**src/rtl/exc_entry_pkg.sv**
```systemverilog
package exc_entry_pkg;
   typedef enum logic [1:0] {
      CS_NONE = 2'd0,
      CS_MISS = 2'd1,
      CS_BRK  = 2'd2,
      CS_IRQ  = 2'd3
   } exc_cause_e;

   typedef enum logic [1:0] {
      ST_IDLE  = 2'd0,
      ST_FETCH = 2'd1,
      ST_DONE  = 2'd2
   } seq_state_e;
endpackage

```
**src/rtl/exc_msb_find.sv**
```systemverilog
module exc_msb_find #(
   parameter int W     = 32,
   parameter int IDX_W = $clog2(W)
) (
   input  logic [W-1:0]     bits_i,
   output logic [IDX_W-1:0] idx_o,
   output logic             any_o
);
   generate
      if (W < 2) begin : g_bad_width
         $error("exc_msb_find: W must be at least 2");
      end
   endgenerate

   always_comb begin
      idx_o = '0;
      for (int i = 0; i < W; i++) begin
         if (bits_i[i]) idx_o = IDX_W'(i);
      end
   end

   assign any_o = |bits_i;
endmodule

```
**src/rtl/exc_cause_arb.sv**
```systemverilog
module exc_cause_arb
   import exc_entry_pkg::*;
#(
   parameter int          IRQ_W    = 32,
   parameter int          VEC_W    = 8,
   parameter logic [7:0]  MISS_VEC = 8'd4,
   parameter logic [7:0]  IRQ_BASE = 8'h30
) (
   input  logic             miss_i,
   input  logic             brk_i,
   input  logic             irq_i,
   input  logic             irq_en_i,
   input  logic [IRQ_W-1:0] pend_i,
   input  logic [VEC_W-1:0] trap_i,
   output logic             take_o,
   output exc_cause_e       cause_o,
   output logic [VEC_W-1:0] vec_o
);
   localparam int IDX_W = $clog2(IRQ_W);

   logic [IDX_W-1:0] top_idx;
   logic             pend_any;

   generate
      if (IRQ_BASE + IRQ_W - 1 >= (1 << VEC_W)) begin : g_bad_vec
         $error("exc_cause_arb: VEC_W too narrow for interrupt vectors");
      end
   endgenerate

   exc_msb_find #(.W(IRQ_W), .IDX_W(IDX_W)) u_msb (
      .bits_i(pend_i),
      .idx_o (top_idx),
      .any_o (pend_any)
   );

   always_comb begin
      cause_o = CS_NONE;
      vec_o   = '0;
      if (miss_i) begin
         cause_o = CS_MISS;
         vec_o   = VEC_W'(MISS_VEC);
      end else if (brk_i) begin
         cause_o = CS_BRK;
         vec_o   = trap_i;
      end else if (irq_i && pend_any && irq_en_i) begin
         cause_o = CS_IRQ;
         vec_o   = VEC_W'(IRQ_BASE) + VEC_W'(top_idx);
      end
   end

   assign take_o = (cause_o != CS_NONE);
endmodule

```
**src/rtl/exc_status_shift.sv**
```systemverilog
module exc_status_shift #(
   parameter int DATA_W = 32,
   parameter int KEEP   = 2,
   parameter int SHIFT  = 10
) (
   input  logic [DATA_W-1:0] old_i,
   output logic [DATA_W-1:0] new_o
);
   localparam int MOVE = DATA_W - KEEP - SHIFT;

   logic [SHIFT-1:0] unused_mid;

   generate
      if (MOVE < 1 || KEEP < 0) begin : g_bad_split
         $error("exc_status_shift: field split does not fit DATA_W");
      end
   endgenerate

   assign unused_mid = old_i[DATA_W-KEEP-1 -: SHIFT];

   generate
      if (KEEP > 0) begin : g_keep
         assign new_o = {old_i[DATA_W-1 -: KEEP], old_i[MOVE-1:0], {SHIFT{1'b0}}};
      end else begin : g_nokeep
         assign new_o = {old_i[MOVE-1:0], {SHIFT{1'b0}}};
      end
   endgenerate
endmodule

```
**src/rtl/exc_entry_seq.sv**
```systemverilog
module exc_entry_seq
   import exc_entry_pkg::*;
#(
   parameter int DATA_W  = 32,
   parameter int IRQ_W   = 32,
   parameter int VEC_W   = 8,
   parameter int IE_BIT  = 4,
   parameter int BRK_INC = 2
) (
   input  logic              clk,
   input  logic              rst_n,
   input  logic [DATA_W-1:0] pc_i,
   input  logic [DATA_W-1:0] vbase_i,
   input  logic [DATA_W-1:0] status_i,
   input  logic [VEC_W-1:0]  trap_num_i,
   input  logic              miss_req_i,
   input  logic              brk_req_i,
   input  logic              irq_req_i,
   input  logic [IRQ_W-1:0]  pend_i,
   output logic              rd_valid_o,
   output logic [DATA_W-1:0] rd_addr_o,
   input  logic              rd_ready_i,
   input  logic [DATA_W-1:0] rd_data_i,
   output logic              busy_o,
   output logic              done_o,
   output logic [DATA_W-1:0] new_pc_o,
   output logic [DATA_W-1:0] ret_addr_o,
   output logic [DATA_W-1:0] new_status_o
);
   localparam int PAD_W = DATA_W - VEC_W - 2;

   generate
      if (IE_BIT >= DATA_W) begin : g_bad_ie
         $error("exc_entry_seq: IE_BIT outside status word");
      end
      if (PAD_W < 0) begin : g_bad_pad
         $error("exc_entry_seq: VEC_W too wide for DATA_W");
      end
   endgenerate

   seq_state_e        state_q;
   exc_cause_e        cause;
   logic              take;
   logic [VEC_W-1:0]  vec;
   logic [DATA_W-1:0] shifted;
   logic [DATA_W-1:0] addr_q, ret_q, stat_q, pc_q;

   exc_cause_arb #(.IRQ_W(IRQ_W), .VEC_W(VEC_W)) u_arb (
      .miss_i  (miss_req_i),
      .brk_i   (brk_req_i),
      .irq_i   (irq_req_i),
      .irq_en_i(status_i[IE_BIT]),
      .pend_i  (pend_i),
      .trap_i  (trap_num_i),
      .take_o  (take),
      .cause_o (cause),
      .vec_o   (vec)
   );

   exc_status_shift #(.DATA_W(DATA_W)) u_shift (
      .old_i(status_i),
      .new_o(shifted)
   );

   always_ff @(posedge clk or negedge rst_n) begin
      if (!rst_n) begin
         state_q <= ST_IDLE;
         addr_q  <= '0;
         ret_q   <= '0;
         stat_q  <= '0;
         pc_q    <= '0;
      end else begin
         unique case (state_q)
            ST_IDLE: if (take) begin
               state_q <= ST_FETCH;
               addr_q  <= vbase_i + {{PAD_W{1'b0}}, vec, 2'b00};
               ret_q   <= (cause == CS_BRK) ? pc_i + DATA_W'(BRK_INC) : pc_i;
               stat_q  <= shifted;
            end
            ST_FETCH: if (rd_ready_i) begin
               state_q <= ST_DONE;
               pc_q    <= rd_data_i;
            end
            ST_DONE:  state_q <= ST_IDLE;
            default:  state_q <= ST_IDLE;
         endcase
      end
   end

   assign rd_valid_o   = (state_q == ST_FETCH);
   assign rd_addr_o    = addr_q;
   assign busy_o       = (state_q != ST_IDLE);
   assign done_o       = (state_q == ST_DONE);
   assign new_pc_o     = pc_q;
   assign ret_addr_o   = ret_q;
   assign new_status_o = stat_q;

   AST_RD_HOLD: assert property (@(posedge clk) disable iff (!rst_n)
      (rd_valid_o && !rd_ready_i) |=> (rd_valid_o && $stable(rd_addr_o)));
   AST_IRQ_IGNORED: assert property (@(posedge clk) disable iff (!rst_n)
      (!busy_o && irq_req_i && !miss_req_i && !brk_req_i &&
       (pend_i == '0 || !status_i[IE_BIT])) |=> !busy_o);
   AST_DONE_IN_BUSY: assert property (@(posedge clk) disable iff (!rst_n)
      done_o |-> busy_o);
   AST_DONE_PULSE: assert property (@(posedge clk) disable iff (!rst_n)
      done_o |=> !done_o);
   AST_DONE_AFTER_READ: assert property (@(posedge clk) disable iff (!rst_n)
      $rose(done_o) |-> $past(rd_valid_o && rd_ready_i));
endmodule

```
**config.mk**
```make
export PLATFORM = sky130hd
export DESIGN_NAME = exc_entry_seq
export DESIGN_NICKNAME = d
export VERILOG_FILES = /design/src/rtl/exc_entry_pkg.sv /design/src/rtl/exc_msb_find.sv /design/src/rtl/exc_cause_arb.sv /design/src/rtl/exc_status_shift.sv /design/src/rtl/exc_entry_seq.sv
export SDC_FILE = /design/constraint.sdc
export NUM_CORES = 1
export LEC_CHECK = 0
export CAP_MARGIN = 20
export CORE_MARGIN = 8
export CORE_UTILIZATION = 50
export CTS_CLUSTER_DIAMETER = 150
export DETAILED_ROUTE_END_ITERATION = 10
export DONT_BUFFER_PORTS = 1
export GPL_TIMING_DRIVEN = 0
export SETUP_SLACK_MARGIN = 0.5
export SLEW_MARGIN = 10
export SYNTH_ARGS = -nofsm -noshare
export SYNTH_HDL_FRONTEND = slang
export SYNTH_SLANG_ARGS = --single-unit
```
**constraint.sdc**
```tcl
create_clock -name clk -period 1.9 [get_ports clk]
set_input_delay 0.095 -clock clk [delete_from_list [all_inputs] [get_ports clk]]
set_output_delay 0.095 -clock clk [all_outputs]
set_load 0.005 [all_outputs]
```
### Word level (Yosys, flattened, before mapping)

Index checks and enable logic that the tools add are counted.

* mux-type cells: 41
* eq/ne operators: 5
* reductions and logical operators: 9
* add/sub/neg operators: 3

Operators with widths (number)
* 5-bit two-way mux: 30
* 32-bit by 10-bit adder with 32-bit output: 1
* 32-bit by 2-bit adder with 32-bit output (second input constant): 1
* 32-bit two-way mux: 1
* 32-bit OR reduction: 1
* 8-bit two-way mux: 3
* 2-bit two-way mux: 5
* 6-bit by 5-bit adder with 7-bit output (first input constant): 1
* 2-bit AND reduction: 3
* 2-bit equality test (second input constant): 2
* 2-bit case mux with 2 select lines: 1
* 2-bit nonzero test: 2
* 2-bit by 1-bit equality test with 1-bit output (second input constant): 1
* 1-bit logical AND: 2
* 2-bit logical NOT: 1
* 2-bit by 1-bit != test with 1-bit output (second input constant): 1
* 2-bit != test (second input constant): 1
* 1-bit two-way mux: 1

* output and inout port bits: 131
* bits in registers: 120

### Longest topological paths before layout

Gate-level depths: netlist (run 1).

* depth in word-level cells: 36
* depth in mapped cells: 14
* gate-level depth less buffers: 14

### Cells and area by module

From an unflattened synthesis (run 1), not the netlist that was laid out.

* cell total of the unflattened synthesis: 755
* area total of the unflattened synthesis: 7030.5 sq um

By module, submodules not included
* exc_entry_seq: times used 1, area an instance 6277.3 sq um, cells an instance 641
* exc_msb_find: times used 1, area an instance 366.6 sq um, cells an instance 62
* exc_status_shift: times used 1, area an instance 244.0 sq um, cells an instance 33
* exc_cause_arb: times used 1, area an instance 142.6 sq um, cells an instance 19

### Worst setup path after synthesis (run 1)

No wires, ideal clock.

* path type: input port to flip-flop
* from: input port pend_i[20]
* to: register addr_q[25], in the netlist rd_addr_o[25]
* path buffers: 1
* library setup time: 0.123 ns
* data arrival time: 2.835 ns
* slack: -1.058 ns
* stages on the path: 12
* path through: nor4_1 -> and4_1 -> or4b_2 -> a21oi_1 -> ha_1 -> o21ai_0 -> nor2_1 -> a41oi_1 -> clkbuf_1 -> nor3b_1 -> xnor2_1 -> o21ai_1

* longest elaborated chain between the ends: 17
* elaborated cells between the ends (all ways): 25
* classes of those cells: add/sub (2); mux (18); reduce/logical (5)

RTL lines
* start, declared: line exc_entry_seq.sv:19 `input logic [IRQ_W-1:0] pend_i,`
* 5-bit two-way mux (12 in a row): line exc_msb_find.sv:18 `if (bits_i[i]) idx_o = IDX_W'(i);`
* 6-bit by 5-bit adder with 7-bit output: line exc_cause_arb.sv:47 `vec_o = VEC_W'(IRQ_BASE) + VEC_W'(top_idx);`
* 8-bit two-way mux: line exc_cause_arb.sv:45 `end else if (irq_i && pend_any && irq_en_i) begin`
* 8-bit two-way mux: line exc_cause_arb.sv:42 `end else if (brk_i) begin`
* 8-bit two-way mux: line exc_cause_arb.sv:39 `if (miss_i) begin`
* 32-bit by 10-bit adder with 32-bit output: line exc_entry_seq.sv:76 `addr_q <= vbase_i + {{PAD_W{1'b0}}, vec, 2'b00};`
* end signal, assigned: line exc_entry_seq.sv:76
* end, declared: line exc_entry_seq.sv:46 `logic [DATA_W-1:0] addr_q, ret_q, stat_q, pc_q;`

Several ways; a longest one is shown, not always the timed one.
A chain may end at the register's enable or synchronous reset.

### Worst setup path in the final report (run 1)

* from: input port pend_i[28]
* to: register addr_q[30], in the netlist rd_addr_o[30]

* longest elaborated chain between the ends: 9
* elaborated cells between the ends (all ways): 17
* classes of those cells: add/sub (2); mux (10); reduce/logical (5)

RTL lines (line)
* 5-bit two-way mux (4 in a row): exc_msb_find.sv:18
* 6-bit by 5-bit adder with 7-bit output: exc_cause_arb.sv:47
* 8-bit two-way mux: exc_cause_arb.sv:45
* 8-bit two-way mux: exc_cause_arb.sv:42
* 8-bit two-way mux: exc_cause_arb.sv:39
* 32-bit by 10-bit adder with 32-bit output: exc_entry_seq.sv:76

Several ways; a longest one is shown, not always the timed one.

==> impl_metrics.ini, run 1 <==
[floorplanning]
die-height_microns = 128
core-area_sq_um = 12400
rows = 41
die_w_microns = 128
io_pins = 305
start_util = 0.503
die-area_sq_um = 16300

[critical_path]
crit_arrival_ns = 2.69
rrSetupSlack_ns = 0.23
worst-path-max-fanout = 7
crit_type = primary input to flip-flop
endpoint_kind = flip-flop
crit_slowest_cell = or4b_4
cp_top_family = simple AND/OR/NAND/NOR gates
r2r-end = ret_addr_o[7]$_DFFE_PN0P_
rr_worst_depth = 9
cp_cell_sequence = nor4_4 -> and4_4 -> or4b_4 -> a21oi_4 -> ha_4 -> o21ai_1 -> o21ai_2 -> nand3_4 -> nor4_4 -> xnor2_1 -> o21ai_1
start_kind = primary input
cp.required_ns = 2.20
critical_path.max_stage_delay_ns = 0.51
path_buf_inv = 0
r2r_start = state_q[1]$_DFFE_PN0P_

[detailed_routing]
initialDrtViolationCount = 378
drc = 0
first_pass_iters = 5
vias_per_cell = 5.62
vias = 5588
routed_wl_mm = 23.2
wl_per_cell_microns = 23.4
ant_nets = 0

[yosys]
syn_area_sq_um = 6240
syn_inst = 612
synth-edff-count = 0
avgSynthCellArea_sq_um = 10.2
ys_ff_latch = 120
synth_cell_type_count = 51
synth_warnings = 0
ys_seq_area_frac = 0.481
synth_ff_type = dfrtp_1
async_flop_share = 1.00

[grt]
grt_pass1_wl_mm = 33.0
grt_antenna_before_repair = 0
grt_pass1_vias = 5790
track_usage = 0.263
gr-total-overflow = 0
grt_start_max_net_pins = 121

[clocking]
clock_latency_ns = 0.42
root_buffer = clkbuf_16
clock_tree.buffer_depth = 2
htree_levels = 4
cts.clk_slew.worst_paths_ns = 0.06
cts.sinks = 120
cts_tree = built
cts_buffers = 17

[finish]
drive_gt1_frac = 0.321
finalNetCount = 993
most-common-layout-cells = dfrtp_1 (120), dlygate4sd3_1 (111), nand2_1 (81)
final_common_cell = dfrtp_1
utilization = 0.780
syn_to_final_growth_pct = 55.3
antenna_cells = 0

[sta]
fmax_ghz = 0.418
drv_slew = 0
rsz0062_at_grt = true
hold_viol = 121
timing.final.crit_share = 1.26
setup_tns_ns = -9.49
slew_headroom = 0.541
period_needed_ns = 2.39
final.setup.worst_slack_ns = -0.495
fin_hold_ws_ns = -0.632
setup_viol = 27
tightest_slew_ns = 0.686
clock_skew_ns = 0.00911

[power]
ir_drop_v = 0.000640
p_total_uw = 13500
intPower_uw = 8940
p_sw_uw = 4510
swShare = 0.335
power_density_nw_per_um2 = 1390
pwr-share-comb = 0.357
seq_power_share = 0.387
power.leakage_uw = 0.00416
power_frac_clock = 0.257

[placed_design]
port_buffers = 0
place_congestion = 0.884
dpl.hpwl_mm = 14.1

[flow_run]
maxCapViolations = 0

[hold_path]
hold_class = primary input to asynchronous set/reset pin

[run_status]
violations = negative hold slack, negative setup slack
status = finished, violations left
-- power groups by stage --
stage	clock network [uW]	registers (uW)	logic (uW)
after CTS	3450	5130	3610
after global routing	3620	5340	5130
after detailed placement	0	5150	2790
final	3450	5200	4800
after global placement	0	5110	2700
after floorplan	0	4610	2320
-- state kept, by name, indices dropped and copies added, names as in the netlist --
name,count
new_pc_o,32
rd_addr_o,32
ret_addr_o,32
new_status_o,22
state_q,2
-- kinds of logic after synthesis --
logic type | after synthesis | synth area share
multiplexers | 60 | 0.108
adder cells (fa/ha/maj) | 10 | 0.0213
buffers and inverters | 47 | 0.0455
AO/OA/AOI/OAI | 114 | 0.104
flip-flops | 120 | 0.481
AND/OR/NAND/NOR | 202 | 0.158
XOR/XNOR | 58 | 0.0814
other | 1 | 0.000601
-- synth_stat cells (all sizes together), types with 2 or more instances --
cell type  count  area (sq um)
clkbuf         3          11.3
nand2         88           330
and3           8          50.1
xor2          32           280
inv           14          52.6
a21o           2          15.0
o31ai          4          43.8
xnor2         26           228
nand4          9          56.3
nor3          14          75.1
nor4          15           113
o21bai         3          22.5
and2           2          12.5
buf           30           220
a31oi          2          12.5
nor2          29           109
nand3         20           100
and4           6          52.6
ha             9           113
mux2          59           664
dfrtp        120          3000
a21oi         19          98.9
a211oi         3          22.5
o21ai         75           383
nor2b          4          25.0
or4            2          18.8
-- worst register-to-register path, cell delays in order, from the launching register on --
cell	delay, ns
dfrtp_1	0.44
nor2_4	0.18
o31ai_4	0.10
buf_6	0.16
buf_8	0.14
buf_4	0.13
buf_6	0.12
buf_8	0.13
nand2_1	0.08
o21ai_1	0.08
-- area by class of cell --
type                            instances  area (sq um)
Clock buffer                           18           439
Inverter                               14          52.6
Fill cell                             814          2730
Sequential cell                       120          3000
Tap cell                              172           215
Multi-Input combinational cell        454          3660
Buffer                                 33           359
Timing Repair Buffer                  169          1760
Clock inverter                         14           195
-- metrics by stage --
| step | cells | setup slack, ns | area, sq um |
|---|---|---|---|
| floorplan | 621 | -0.664 | 6500 |
| global placement | 793 | -1.05 | 6710 |
| detailed placement | 793 | -1.04 | 6710 |
| CTS | 963 | -0.397 | 9010 |
| global route | 994 | -0.615 | 9690 |
| finish | 994 | -0.495 | 9690 |
-- worst max-delay path by stage --
| stage | startpoint | end | cells past startpoint |
|---|---|---|---|
| 4_1_cts | pend_i[31] | rd_addr_o[27]$_DFFE_PN0P_ | 12 |
| 3_3_place_gp | pend_i[5] | rd_addr_o[27]$_DFFE_PN0P_ | 13 |
| 5_1_grt | pend_i[24] | rd_addr_o[30]$_DFFE_PN0P_ | 11 |
| 6_report | pend_i[28] | rd_addr_o[30]$_DFFE_PN0P_ | 11 |
| 2_1_floorplan | pend_i[27] | rd_addr_o[12]$_DFFE_PN0P_ | 14 |
| 3_5_place_dp | pend_i[5] | rd_addr_o[27]$_DFFE_PN0P_ | 13 |
-- routing by layer --
metal / wire, microns / up-vias / global-route usage
met5: 0 / - / 0
met4: 489 / 0 / 0.0930
met3: 2770 / 45 / 0.120
met2: 11900 / 268 / 0.458
met1: 8050 / 2756 / 0.274
li1: - / 2519 / -
-- repair_timing --
item	4_1_cts	5_1_grt
hold endpoints to repair	231	122
cloned	3	5
setup buffers	25	25
pin swaps	36	43
resized for setup	68	111
hold buffers	110	1
endpoints found under the setup margin	121	116
(Power assumes the default switching activity.)
==> run 2, diff against run 1 <==
- SYNTH_HIERARCHICAL: not set -> 1
==> run 2 against run 1 <==
Sequential cell count grew 10. Clock-buffer cell count shrank 1. Global-route usage grew 0.10 points. Largest cell class unchanged. Critical path type unchanged. Worst hold slack lost 0.0021 ns. The flow still finishes with violations (negative hold slack, negative setup slack).
==> impl_metrics.ini, run 2 <==
[critical_path]
crit_arrival_ns = 3.32
worst-path-max-fanout = 8
crit_type = primary input to flip-flop
start_kind = primary input
endpoint_kind = flip-flop
cp.required_ns = 2.25

[yosys]
syn_inst = 755
ys_ff_latch = 130
ys_seq_area_frac = 0.463
synth_ff_type = dfrtp_1
synth_cell_type_count = 67
ys_top_cells_by_count = nand2_1 (188), dfrtp_1 (130), o21ai_0 (53)
syn_area_sq_um = 7030
avgSynthCellArea_sq_um = 9.31
yosys-top-cells-area = dfrtp_1 (46%), nand2_1 (10%), mux2_2 (5.1%), o21ai_0 (3.8%), xor2_1 (3.6%)
async_flop_share = 1.00
synth_warnings = 6
synth-edff-count = 0
synth_top_cell_area_share = 0.463
synth.most_common_cell = nand2_1
synth_top_area_cell = dfrtp_1

[sta]
rsz0062_at_grt = true
drv_slew = 0
final.setup.worst_slack_ns = -1.08
clock_skew_ns = 0.00858
setup_tns_ns = -35.49
tightest_slew_ns = 0.536
fin_hold_ws_ns = -0.634
slew_headroom = 0.642
fmax_ghz = 0.336
timing.final.crit_share = 1.57
period_needed_ns = 2.98
setup_viol = 90
hold_viol = 131

[detailed_routing]
initialDrtViolationCount = 405
vias = 6462
wl_per_cell_microns = 21.8
routed_wl_mm = 24.6
ant_nets = 0
vias_per_cell = 5.72
drc = 0
first_pass_iters = 4

[run_status]
violations = negative hold slack, negative setup slack
status = finished, violations left

[clocking]
root_buffer = clkbuf_16
htree_levels = 4
cts_tree = built
cts_buffers = 17
cts.clk_slew.worst_paths_ns = 0.06
clock_latency_ns = 0.42
cts.sinks = 130
clock_tree.buffer_depth = 2

[finish]
drive_gt1_frac = 0.269
syn_to_final_growth_pct = 46.8
most-common-layout-cells = nand2_1 (177), dfrtp_1 (130), dlygate4sd3_1 (112)
final_common_cell = nand2_1
layoutNonFillerInstCount = 1129
fillers = 938
finalNetCount = 1120
utilization = 0.746
antenna_cells = 0

[placed_design]
pre_cts_slack_ns = -1.65
dp.cells = 944
place_congestion = 0.816
port_buffers = 0
dpl.hpwl_mm = 16.1

[grt]
grt_start_max_net_pins = 131
grt_antenna_before_repair = 0
grt_pass1_wl_mm = 37.4
track_usage = 0.264
gr-total-overflow = 0
grt_pass1_vias = 6698

[floorplanning]
core-area_sq_um = 13800
die-height_microns = 135
io_pins = 305
rows = 43
start_util = 0.508
die_w_microns = 135
die-area_sq_um = 18100

[power]
power_density_nw_per_um2 = 1290
power.leakage_uw = 0.00450
ir_drop_v = 0.000743

[hold_path]
hold_class = primary input to asynchronous set/reset pin

[flow_run]
maxCapViolations = 0
run 2: cell type report:
class,count,area [sq um],share of cell area
plain buffers,66,631,0.0611
clock buffers,17,425,0.0412
clock inverters,15,244,0.0236
inverters,16,60.1,0.00582
multi-input cells,552,3880,0.376
flip-flops and latches,130,3250,0.315
well taps,180,225,0.0218
repair buffers,153,1600,0.155
run 2: layer usage:
layer  global-route usage  vias up  share of wire
li1                     -     2945              -
met1                0.293     3184           0.37
met2                0.457      290           0.51
met3                0.103       43           0.10
met4               0.0811        0          0.022
met5                    0        -              0
run 2: path summary, 6_finish.rpt:
path	startpoint	end	slack, ns	cells past startpoint
hold reg to reg	new_status_o[31]$_DFFE_PN0P_	new_status_o[31]$_DFFE_PN0P_	0.50	2
setup reg to reg	state_q[1]$_DFFE_PN0P_	rd_addr_o[30]$_DFFE_PN0P_	0.28	5
min in group clk	vbase_i[2]	rd_addr_o[2]$_DFFE_PN0P_	-0.06	3
setup / recovery	pend_i[12]	rd_addr_o[30]$_DFFE_PN0P_	-1.08	15
max in group asynchronous	rst_n	ret_addr_o[28]$_DFFE_PN0P_	2.35	0
hold / removal	rst_n	new_status_o[4]$_DFFE_PN0P_	-0.63	0
run 2: logic make-up (layout without fill, tap and decap cells):
| kind of cell | count (synthesis) | count (layout) | share of synthesized area |
|---|---|---|---|
| other cells | 1 | 10 | 0.000533 |
| fa+ha+maj | 10 | 10 | 0.0189 |
| buf+inv | 82 | 267 | 0.0634 |
| simple gates | 328 | 328 | 0.223 |
| xor+xnor | 43 | 43 | 0.0536 |
| flops | 130 | 130 | 0.463 |
| mux | 36 | 36 | 0.0570 |
| compound gates | 125 | 125 | 0.121 |
run 2: power by group:
group          internal, uW  leakage, uW  switching (uW)  total [uW]
Sequential             4160      0.00156            1360        5520
Clock                  2380     0.000325            1360        3740
Combinational          1980      0.00261            2040        4020
run 2: through the flow:
stage / total power [uW] / area [sq um]
floorplan: 7340 / 7260
global placement: 8370 / 7480
detailed placement: 8540 / 7480
CTS: 13000 / 9910
global route: 14000 / 10300
finish: 13300 / 10300
run 2: worst max-delay path, stage by stage:
cell and delay [ns]:
or3_4 0.36, a221o_1 0.29, a21oi_2 0.14, o221ai_2 0.13, a21oi_2 0.15, nand2b_1 0.07, o22ai_2 0.09, ha_2 0.22
inv_2 0.05, fa_2 0.35, and2b_4 0.27, o2111ai_4 0.13, a31o_4 0.28, or4_4 0.53, a31oi_4 0.16
run 2: what timing repair did:
item	in CTS	in global routing
hold endpoints to repair	242	134
cloned	4	0
hold buffers	111	1
pin swaps	53	66
resized for setup	86	77
endpoints found under the setup margin	126	131
setup buffers	23	14
